File: config.mk
export PLATFORM = sky130hd
export DESIGN_NAME = pin_event_arm
export DESIGN_NICKNAME = d
export VERILOG_FILES = /design/src/rtl/pin_event_pkg.sv /design/src/rtl/pev_sync_edge.sv /design/src/rtl/pev_timebase.sv /design/src/rtl/pev_pin_ctrl.sv /design/src/rtl/pev_arbiter.sv /design/src/rtl/pin_event_arm.sv
export SDC_FILE = /design/constraint.sdc
export NUM_CORES = 1
export LEC_CHECK = 0
export BUFFER_PORTS_ARGS = -buffer_cell sky130_fd_sc_hd__buf_2
export CORE_MARGIN = 2
export CORE_UTILIZATION = 28
export DETAILED_ROUTE_END_ITERATION = 10
export PLACE_DENSITY_LB_ADDON = 0.1
export SLEW_MARGIN = 25
export SYNTH_ARGS = -nofsm -noshare
export SYNTH_HDL_FRONTEND = slang
export SYNTH_SLANG_ARGS = --single-unit
File: constraint.sdc
create_clock -name clk_i -period 2.4 [get_ports clk_i]
set_input_delay 0.36 -clock clk_i [delete_from_list [all_inputs] [get_ports clk_i]]
set_output_delay 0.36 -clock clk_i [all_outputs]
set_load 0.005 [all_outputs]
File: src/rtl/pin_event_pkg.sv
package pin_event_pkg;
  typedef enum logic [1:0] {
    TRIG_RISE = 2'b00,
    TRIG_FALL = 2'b01,
    TRIG_ANY  = 2'b10,
    TRIG_ANYX = 2'b11
  } trig_e;

  function automatic logic trig_match(input logic [1:0] mode, input logic rise, input logic fall);
    trig_e m;
    m = trig_e'(mode);
    case (m)
      TRIG_RISE: return rise;
      TRIG_FALL: return fall;
      default:   return rise | fall;
    endcase
  endfunction
endpackage

File: src/rtl/pev_sync_edge.sv
module pev_sync_edge #(
  parameter int N = 8
) (
  input  logic         clk_i,
  input  logic         rst_ni,
  input  logic [N-1:0] pins_i,
  output logic [N-1:0] lvl_o,
  output logic [N-1:0] rise_o,
  output logic [N-1:0] fall_o
);
  logic [N-1:0] s1_q, s2_q, prev_q;
  logic [1:0]   warm_q;
  logic         live;

  always_ff @(posedge clk_i or negedge rst_ni) begin
    if (!rst_ni) begin
      s1_q   <= '0;
      s2_q   <= '0;
      prev_q <= '0;
      warm_q <= '0;
    end else begin
      s1_q   <= pins_i;
      s2_q   <= s1_q;
      prev_q <= s2_q;
      if (warm_q != 2'd3) warm_q <= warm_q + 2'd1;
    end
  end

  // edges are masked until the pipeline holds only post-reset samples
  assign live   = (warm_q == 2'd3);
  assign lvl_o  = s2_q;
  assign rise_o = live ? (s2_q & ~prev_q) : '0;
  assign fall_o = live ? (~s2_q & prev_q) : '0;
endmodule

File: src/rtl/pev_timebase.sv
module pev_timebase #(
  parameter int PRESC_W = 4,
  parameter int TS_W    = 16
) (
  input  logic               clk_i,
  input  logic               rst_ni,
  input  logic [PRESC_W-1:0] presc_i,
  output logic               tick_o,
  output logic [TS_W-1:0]    ts_o
);
  logic [PRESC_W-1:0] div_q;
  logic [TS_W-1:0]    ts_q;

  assign tick_o = (div_q >= presc_i);
  assign ts_o   = ts_q;

  always_ff @(posedge clk_i or negedge rst_ni) begin
    if (!rst_ni) begin
      div_q <= '0;
      ts_q  <= '0;
    end else begin
      div_q <= tick_o ? '0 : div_q + 1'b1;
      ts_q  <= ts_q + 1'b1;
    end
  end
endmodule

File: src/rtl/pev_pin_ctrl.sv
module pev_pin_ctrl
  import pin_event_pkg::*;
#(
  parameter int   N      = 8,
  parameter int   TS_W   = 16,
  parameter int   HOLD_W = 8,
  parameter logic BOOT   = 1'b0
) (
  input  logic              clk_i,
  input  logic              rst_ni,
  input  logic              rise_i,
  input  logic              fall_i,
  input  logic [1:0]        mode_i,
  input  logic              auto_i,
  input  logic [HOLD_W-1:0] holdoff_i,
  input  logic              tick_i,
  input  logic              arm_i,
  input  logic              disarm_i,
  input  logic              take_i,
  input  logic [N-1:0]      lvl_i,
  input  logic [TS_W-1:0]   ts_i,
  output logic              armed_o,
  output logic              pend_o,
  output logic              hit_o,
  output logic              rec_rise_o,
  output logic [N-1:0]      rec_lvl_o,
  output logic [TS_W-1:0]   rec_ts_o
);
  logic              armed_q, hold_q, pend_q;
  logic [HOLD_W-1:0] cnt_q;
  logic              match;

  assign match = trig_match(mode_i, rise_i, fall_i);
  // an armed pin with an undelivered record drops further edges
  assign hit_o   = armed_q & ~pend_q & ~disarm_i & match;
  assign armed_o = armed_q;
  assign pend_o  = pend_q;

  always_ff @(posedge clk_i or negedge rst_ni) begin
    if (!rst_ni) begin
      armed_q <= BOOT;
      hold_q  <= 1'b0;
      cnt_q   <= '0;
    end else if (disarm_i) begin
      armed_q <= 1'b0;
      hold_q  <= 1'b0;
      cnt_q   <= '0;
    end else if (hit_o) begin
      armed_q <= 1'b0;
      hold_q  <= auto_i;
      cnt_q   <= holdoff_i;
    end else if (arm_i) begin
      armed_q <= 1'b1;
      hold_q  <= 1'b0;
    end else if (hold_q) begin
      if (cnt_q == '0) begin
        armed_q <= 1'b1;
        hold_q  <= 1'b0;
      end else if (tick_i) begin
        cnt_q <= cnt_q - 1'b1;
      end
    end
  end

  always_ff @(posedge clk_i or negedge rst_ni) begin
    if (!rst_ni) begin
      pend_q     <= 1'b0;
      rec_rise_o <= 1'b0;
      rec_lvl_o  <= '0;
      rec_ts_o   <= '0;
    end else if (hit_o) begin
      pend_q     <= 1'b1;
      rec_rise_o <= rise_i;
      rec_lvl_o  <= lvl_i;
      rec_ts_o   <= ts_i;
    end else if (take_i) begin
      pend_q <= 1'b0;
    end
  end
endmodule

File: src/rtl/pev_arbiter.sv
module pev_arbiter #(
  parameter int N     = 8,
  parameter int TS_W  = 16,
  parameter int IDX_W = 3
) (
  input  logic                     clk_i,
  input  logic                     rst_ni,
  input  logic [N-1:0]             pend_i,
  input  logic [N-1:0]             rec_rise_i,
  input  logic [N-1:0][N-1:0]      rec_lvl_i,
  input  logic [N-1:0][TS_W-1:0]   rec_ts_i,
  input  logic                     ready_i,
  output logic [N-1:0]             take_o,
  output logic                     valid_o,
  output logic [IDX_W-1:0]         pin_o,
  output logic                     rise_o,
  output logic [N-1:0]             lvl_o,
  output logic [TS_W-1:0]          ts_o
);
  logic [IDX_W-1:0] sel;
  logic             load;

  always_comb begin
    sel = '0;
    for (int i = N - 1; i >= 0; i--) begin
      if (pend_i[i]) sel = IDX_W'(i);
    end
  end

  assign load = (pend_i != '0) && (!valid_o || ready_i);

  always_comb begin
    take_o = '0;
    if (load) take_o[sel] = 1'b1;
  end

  always_ff @(posedge clk_i or negedge rst_ni) begin
    if (!rst_ni) begin
      valid_o <= 1'b0;
      pin_o   <= '0;
      rise_o  <= 1'b0;
      lvl_o   <= '0;
      ts_o    <= '0;
    end else if (load) begin
      valid_o <= 1'b1;
      pin_o   <= sel;
      rise_o  <= rec_rise_i[sel];
      lvl_o   <= rec_lvl_i[sel];
      ts_o    <= rec_ts_i[sel];
    end else if (ready_i) begin
      valid_o <= 1'b0;
    end
  end
endmodule

File: src/rtl/pin_event_arm.sv
module pin_event_arm #(
  parameter int           N        = 8,
  parameter int           TS_W     = 16,
  parameter int           HOLD_W   = 8,
  parameter int           PRESC_W  = 4,
  parameter logic [N-1:0] BOOT_ARM = 8'h81,
  localparam int          IDX_W    = (N > 1) ? $clog2(N) : 1
) (
  input  logic               clk_i,
  input  logic               rst_ni,
  input  logic [N-1:0]       pins_i,
  input  logic [2*N-1:0]     trig_mode_i,
  input  logic [N-1:0]       rearm_auto_i,
  input  logic [HOLD_W-1:0]  holdoff_i,
  input  logic [PRESC_W-1:0] presc_i,
  input  logic [N-1:0]       arm_i,
  input  logic [N-1:0]       disarm_i,
  output logic [N-1:0]       levels_o,
  output logic [N-1:0]       armed_o,
  output logic               evt_valid_o,
  input  logic               evt_ready_i,
  output logic [IDX_W-1:0]   evt_pin_o,
  output logic               evt_rise_o,
  output logic [N-1:0]       evt_levels_o,
  output logic [TS_W-1:0]    evt_ts_o
);
  logic [N-1:0]           lvl_w, rise_w, fall_w;
  logic [N-1:0]           pend_w, hit_w, take_w, rec_rise_w;
  logic [N-1:0][N-1:0]    rec_lvl_w;
  logic [N-1:0][TS_W-1:0] rec_ts_w;
  logic                   tick_w;
  logic [TS_W-1:0]        ts_w;

  pev_sync_edge #(.N(N)) u_sync (
    .clk_i  (clk_i),
    .rst_ni (rst_ni),
    .pins_i (pins_i),
    .lvl_o  (lvl_w),
    .rise_o (rise_w),
    .fall_o (fall_w)
  );

  pev_timebase #(.PRESC_W(PRESC_W), .TS_W(TS_W)) u_tb (
    .clk_i   (clk_i),
    .rst_ni  (rst_ni),
    .presc_i (presc_i),
    .tick_o  (tick_w),
    .ts_o    (ts_w)
  );

  for (genvar g = 0; g < N; g++) begin : g_pin
    pev_pin_ctrl #(
      .N(N), .TS_W(TS_W), .HOLD_W(HOLD_W), .BOOT(BOOT_ARM[g])
    ) u_pin (
      .clk_i      (clk_i),
      .rst_ni     (rst_ni),
      .rise_i     (rise_w[g]),
      .fall_i     (fall_w[g]),
      .mode_i     (trig_mode_i[2*g +: 2]),
      .auto_i     (rearm_auto_i[g]),
      .holdoff_i  (holdoff_i),
      .tick_i     (tick_w),
      .arm_i      (arm_i[g]),
      .disarm_i   (disarm_i[g]),
      .take_i     (take_w[g]),
      .lvl_i      (lvl_w),
      .ts_i       (ts_w),
      .armed_o    (armed_o[g]),
      .pend_o     (pend_w[g]),
      .hit_o      (hit_w[g]),
      .rec_rise_o (rec_rise_w[g]),
      .rec_lvl_o  (rec_lvl_w[g]),
      .rec_ts_o   (rec_ts_w[g])
    );
  end

  pev_arbiter #(.N(N), .TS_W(TS_W), .IDX_W(IDX_W)) u_arb (
    .clk_i      (clk_i),
    .rst_ni     (rst_ni),
    .pend_i     (pend_w),
    .rec_rise_i (rec_rise_w),
    .rec_lvl_i  (rec_lvl_w),
    .rec_ts_i   (rec_ts_w),
    .ready_i    (evt_ready_i),
    .take_o     (take_w),
    .valid_o    (evt_valid_o),
    .pin_o      (evt_pin_o),
    .rise_o     (evt_rise_o),
    .lvl_o      (evt_levels_o),
    .ts_o       (evt_ts_o)
  );

  assign levels_o = lvl_w;
endmodule

==> After elaboration in Yosys (flattened, before gate mapping) <==
Index checks and enable logic that the tools add are counted.
{ "totals": {"reg_bits": 363, "wordCells": 411} }
{ "classes": {"n_reduce_logical": 78, "magnitude_cmp": 3, "add_sub_neg": 11, "mux": 174, "eq_ne": 26, "n_bitwise": 52} }
{ "ops": {"columns": ["operator", "count"], "rows": [
  ["$mux 8", 52],
  ["$mux 1", 100],
  ["$logic_not 8->1", 8],
  ["$reduce_bool 4->1", 16],
  ["$sub 8x1->8 const B", 8],
  ["$bmux 16 s3", 1],
  ["$reduce_bool 3->1", 16],
  ["$reduce_and 4->1", 8],
  ["$and 1x1->1", 24],
  ["$bmux 8 s3", 1],
  ["$mux 3", 8],
  ["$ne 3x1->1 const B", 8],
  ["$ne 3x2->1 const B", 8],
  ["$reduce_bool 2->1", 9],
  ["$add 16x1->16 const B", 1],
  ["$and 8x8->8", 2],
  ["$eq 2x1->1 const B", 8],
  ["$logic_not 2->1", 8],
  ["$mux 16", 1],
  ["$not 1->1", 16],
  ["$not 8->8", 2],
  ["$pmux 1 s2", 8],
  ["$reduce_and 2->1", 8],
  ["$or 1x1->1", 8],
  ["other kinds (14)", 15]
]} }

==> Logic depth before layout (Yosys ltp) <==
{ "logic_depth": {"depth_word": 15, "ltp_mapped": 9, "ltp_nobuf": 7} }

==> Hierarchy <==
Synthesis repeated with hierarchy kept, for this count alone.
{ "unflattened": {"cells_unflattened": 1835, "area_unflattened_um2": 17402.9} }
{ "modules_own_cells": {"columns": ["module", "area_per_inst_um2", "instances", "cells_each"], "rows": [
  ["pev_pin_ctrl at g_pin[1].u_pin ...", 1646.6, 5, 177],
  ["pev_arbiter", 2407.3, 1, 284],
  ["pev_pin_ctrl at g_pin[0].u_pin", 1647.8, 1, 177],
  ["pev_pin_ctrl at g_pin[7].u_pin", 1632.8, 1, 180],
  ["pev_pin_ctrl at g_pin[6].u_pin", 1631.6, 1, 180],
  ["pev_timebase", 996.0, 1, 82],
  ["pev_sync_edge", 854.6, 1, 47]
]} }

==> Least setup slack after synthesis <==
OpenSTA, ideal clock, no wires.
{ "synth_path": {"kind": "input-to-reg", "startpoint": "input port presc_i[2]", "endpoint": "register g_pin[3].u_pin.cnt_q[1]", "n_path_buf": 1, "path_stages": 8, "path_slack_ps": 239, "t_arrival_ps": 2075, "t_required_ps": 2313, "path_cell_list": "inv_1 -> ha_1 -> o21ai_0 -> nor2b_1 -> clkbuf_1 -> nor2_1 -> a2111o_1 -> o211ai_1"} }
{ "synth_via": {"elab_chain_len": 3} }
{ "synth_lines": {"columns": ["item", "line", "rtl"], "rows": [
  ["start: declaration", "pin_event_arm.sv:15", "input logic [PRESC_W-1:0] presc_i,"],
  ["$ge 4x4->1", "pev_timebase.sv:14", "assign tick_o = (div_q >= presc_i);"],
  ["$reduce_bool 3->1 (no source line)", null, null],
  ["$reduce_and 4->1 (no source line)", null, null],
  ["end signal: assignment", "pev_pin_ctrl.sv:51", "cnt_q <= holdoff_i;"],
  ["end signal: assignment", "pev_pin_ctrl.sv:60", "cnt_q <= cnt_q - 1'b1;"],
  ["end: declaration", "pev_pin_ctrl.sv:30", "logic [HOLD_W-1:0] cnt_q;"]
]} }
No other way between the ends.
A chain may end at the register's enable or synchronous reset.

==> Final worst setup path <==
{ "layout_path": {"startpoint": "register g_pin[6].u_pin.cnt_q[0]", "endpoint": "register g_pin[6].u_pin.cnt_q[3]"} }
{ "layout_via": {"elab_chain_len": 7, "elab_cells_between_ends": 10, "cone_classes": "add/sub: 1; eq/ne: 1; mux: 6; reduce/logical: 2"} }
{ "layout_lines": {"columns": ["item", "line", "rtl"], "rows": [
  ["start: declaration", "pev_pin_ctrl.sv:30", null],
  ["start signal: assignment", "pev_pin_ctrl.sv:51", null],
  ["start signal: assignment", "pev_pin_ctrl.sv:60", null],
  ["$sub 8x1->8", "pev_pin_ctrl.sv:60", null],
  ["$mux 8", "pev_pin_ctrl.sv:59", "end else if (tick_i) begin"],
  ["$mux 8", "pev_pin_ctrl.sv:56", "if (cnt_q == '0) begin"],
  ["$mux 8", "pev_pin_ctrl.sv:55", "end else if (hold_q) begin"],
  ["$mux 8", "pev_pin_ctrl.sv:52", "end else if (arm_i) begin"],
  ["$mux 8", "pev_pin_ctrl.sv:48", "end else if (hit_o) begin"],
  ["$mux 8", "pev_pin_ctrl.sv:44", "end else if (disarm_i) begin"]
]} }
Parallel ways exist; a longest one is shown, timed or not. The select of a mux whose other input is x is not followed.

==> out/results.txt <==
Clock slew at reported path FFs - 0.06 ns
Worst Clk Skew - 0.0272 ns
Hold Path End - g_pin[5].u_pin.hold_q
Fin worst setup slack - 0.100 ns
Slew @ Worst Pin - 0.903 ns
Sequential fraction of the synthesis area - 0.529
Overall die height - 252 µm
Unrepaired setup endpoints after global routing - no
CP Class - reg -> reg
Place WS - -0.0493 ns
Leading register cell type out of synthesis - dfrtp_1
Netlist cell types - 68
Setup bufs post-CTS - 0
Nature of the critical path startpoint - register
Vias in the first global route - 13900
Die width - 252 µm
Num CTS Buffers - 45
Dpl hpwl - 36.0 mm
Worst Path Buf+Inv - 1
Final core utilization - 0.342
Area Growth Syn to Fin - 20.5%
Wirelength, routed - 57.0 mm
Starting density of the core - 0.284
Share of cells above drive strength 1 - 0.189
Max-cap check violation count - 0
Detailed Route Iter0 Violations - 910
CP cell instances - inv_1 > ha_1 > nor4b_1 > a211o_2 > or3_4 > or4_1 > a311oi_1
Worst rel slew slack - 0.398
Clk root buf - clkbuf_16
Layout Cells excl Fill - 2712
Cells after synthesis - 1778
H-tree depth - 2
Final worst-path cycle share - 0.958
Largest net degree at the start of global routing - 78
I/O pin cnt - 108
Most frequent cells in the layout - nand2_1, dfrtp_1, nor2_1
CP max stage delay - 0.41 ns
Ys Warns - 0
Crit-path slowest cell - or4_1
FP Rows - 90
Pwr/cell area - 1080 mW/mm²
First-pass GRT wire length - 87.6 mm
Max Transition Viols Final - 0
Capture point of the worst reg-to-reg path - g_pin[6].u_pin.cnt_q[3]
Min Tclk post-route - 2.30 ns
Gpl congestion - 0.783
Status - finished, final reports clean
Synth area leaders - dfrtp_1, nand2_1, mux2_2
TritonCTS clock tree - yes
Fin nets - 1979
CP Depth - 7
Pleak - 0.00971 µW
Hold path depth - 3
Synth area leader - dfrtp_1
Reg2Reg Setup Slack - 0.10 ns
Synthesized Nets - 1864
FFs w/ async S/R, synth - 1.00
Synthesized flop and latch total - 363
DR pass1 iterations - 6
R2r startpoint - g_pin[6].u_pin.cnt_q[0]
Gr usage total - 0.181
Maximum clock path buffer count - 3
DIE AREA - 0.0633 mm²
Worst-case reg-to-reg path depth - 7
Input/output buffers - 107
DRC Markers - 0
Leading cell type in the layout, fill and taps excluded - nand2_1
CP Data Arrival Time - 2.79 ns
Via density - 5.11
Total congestion overflow - 0
Maximum VDD drop - 0.000559 V
Critical path endpoint category - register
Max frequency - 0.435 GHz
Wirelength per Cell - 21.0 µm
Crit path required time - 2.89 ns
Post-route ant nets - 0
Count of final setup violators - 0
Number of antenna violations at the first check in global routing - 0
Final Hold Vio Count - 0
Core area - 0.0605 mm²
Worst hold path class - in -> reg
Critical Path Fanout Max - 6
Clock Latency Late Sink - 0.59 ns
DP Cell Count - 2615
EDFF count, synth - 0
Post-Syn Area - 0.0172 mm²
Family with the most delay on the worst path - simple AND/OR/NAND/NOR gates
Min-Delay Startpoint - rearm_auto_i[5]
Yosys top cell area share - 0.526
Syn Area/Cell - 9.66 µm²
Clk sinks - 363
Via count - 13900
per-layer routing:
layer | part of all wire | GRT usage | vias to the layer above | routed length, µm
li1 | - | - | 6526 | -
met1 | 0.48 | 0.257 | 6946 | 27400
met2 | 0.45 | 0.285 | 311 | 25700
met3 | 0.045 | 0.0300 | 80 | 2590
met4 | 0.022 | 0.0476 | 0 | 1240
met5 | 0 | 0 | - | 0
sequential cells by signal (all words and copies together) (netlist names), 16 cells and up:
name and count:
g_pin.u_pin.rec_ts_o 128, g_pin.u_pin.rec_lvl_o 64, g_pin.u_pin.cnt_q 64, u_arb.ts_o 16
u_tb.ts_o 16
worst max path at each step:
stage | endpoint | startpoint | slack (ns)
after floorplan | g_pin[3].u_pin.cnt_q[1] | presc_i[2] | 0.24
after global placement | g_pin[4].u_pin.cnt_q[3] | presc_i[1] | 0.05
after detailed placement | g_pin[4].u_pin.cnt_q[6] | presc_i[1] | -0.05
after CTS | g_pin[5].u_pin.cnt_q[3] | u_tb.div_q[0] | 0.03
after global routing | g_pin[6].u_pin.cnt_q[5] | u_tb.div_q[2] | 0.003
final | g_pin[6].u_pin.cnt_q[3] | g_pin[6].u_pin.cnt_q[0] | 0.10
logic make-up (layout without fill, tap and decap cells):
| family | Yosys count | after routing | synth area share |
|---|---|---|---|
| simple gates | 764 | 764 | 0.198 |
| flops | 363 | 363 | 0.529 |
| compound gates | 340 | 340 | 0.150 |
| buf+inv | 186 | 337 | 0.0439 |
| mux | 71 | 71 | 0.0462 |
| xor+xnor | 31 | 31 | 0.0158 |
| fa+ha+maj | 23 | 23 | 0.0168 |
| other cells | 0 | 1 | 0 |
cell usage after synthesis (all sizes together), types with 14 or more instances:
library cell and n:
nor2b 14, nor2 116, nor3 25, inv 44
a22o 14, mux2 66, nand2 438, a2bb2oi 24
o221ai 15, nand3 21, nor4 19, a31oi 16
xnor2 23, buf 32, or3 39, o21ai 77
a211o 17, a221oi 24, ha 23, a311oi 40
nand2b 26, a21oi 15, clkbuf 110, a211oi 18
dfrtp 361, nand4 22, a222oi 26
cell type report:
cell class	instances	area (µm²)
multi-input cells	1229	7390
inverters	44	165
fillers	6179	39800
well taps	782	978
diodes	1	2.50
clock buffers	66	1320
flip-flops and latches	363	9090
repair buffers	210	1570
clock inverters	17	188
power by group:
part	switching (µW)	internal [µW]
clock network	2840	4130
logic	4350	2810
registers	794	7390
total	7980	14300
per-stage QoR:
| step | hold WS, ns | instance area, µm² | setup TNS, ns | total power [µW] |
|---|---|---|---|---|
| after global placement | 0.308 | 19000 | 0 | 15400 |
| after CTS | 0.000627 | 20700 | 0 | 22600 |
| after global routing | 0.0142 | 20700 | 0 | 23700 |
| final | 0.0318 | 20700 | 0 | 22300 |
| after floorplan | 0.0644 | 17200 | 0 | 12300 |
| after detailed placement | 0.312 | 19000 | -0.0528 | 15400 |
timing repair:
action,4_1_cts,5_1_grt
setup endpoints to repair,2,22
resized for setup,1,5
pin swaps,0,0
hold endpoints to repair,46,0
hold buffers,13,0
worst register-to-register path, stage by stage, from the launching register on:
cell	delay [ns]
dfrtp_1	0.37
inv_1	0.08
ha_1	0.20
nor4b_1	0.15
a211o_2	0.40
or3_4	0.35
or4_1	0.41
a311oi_1	0.27
Power figures use the tool's default switching activity.
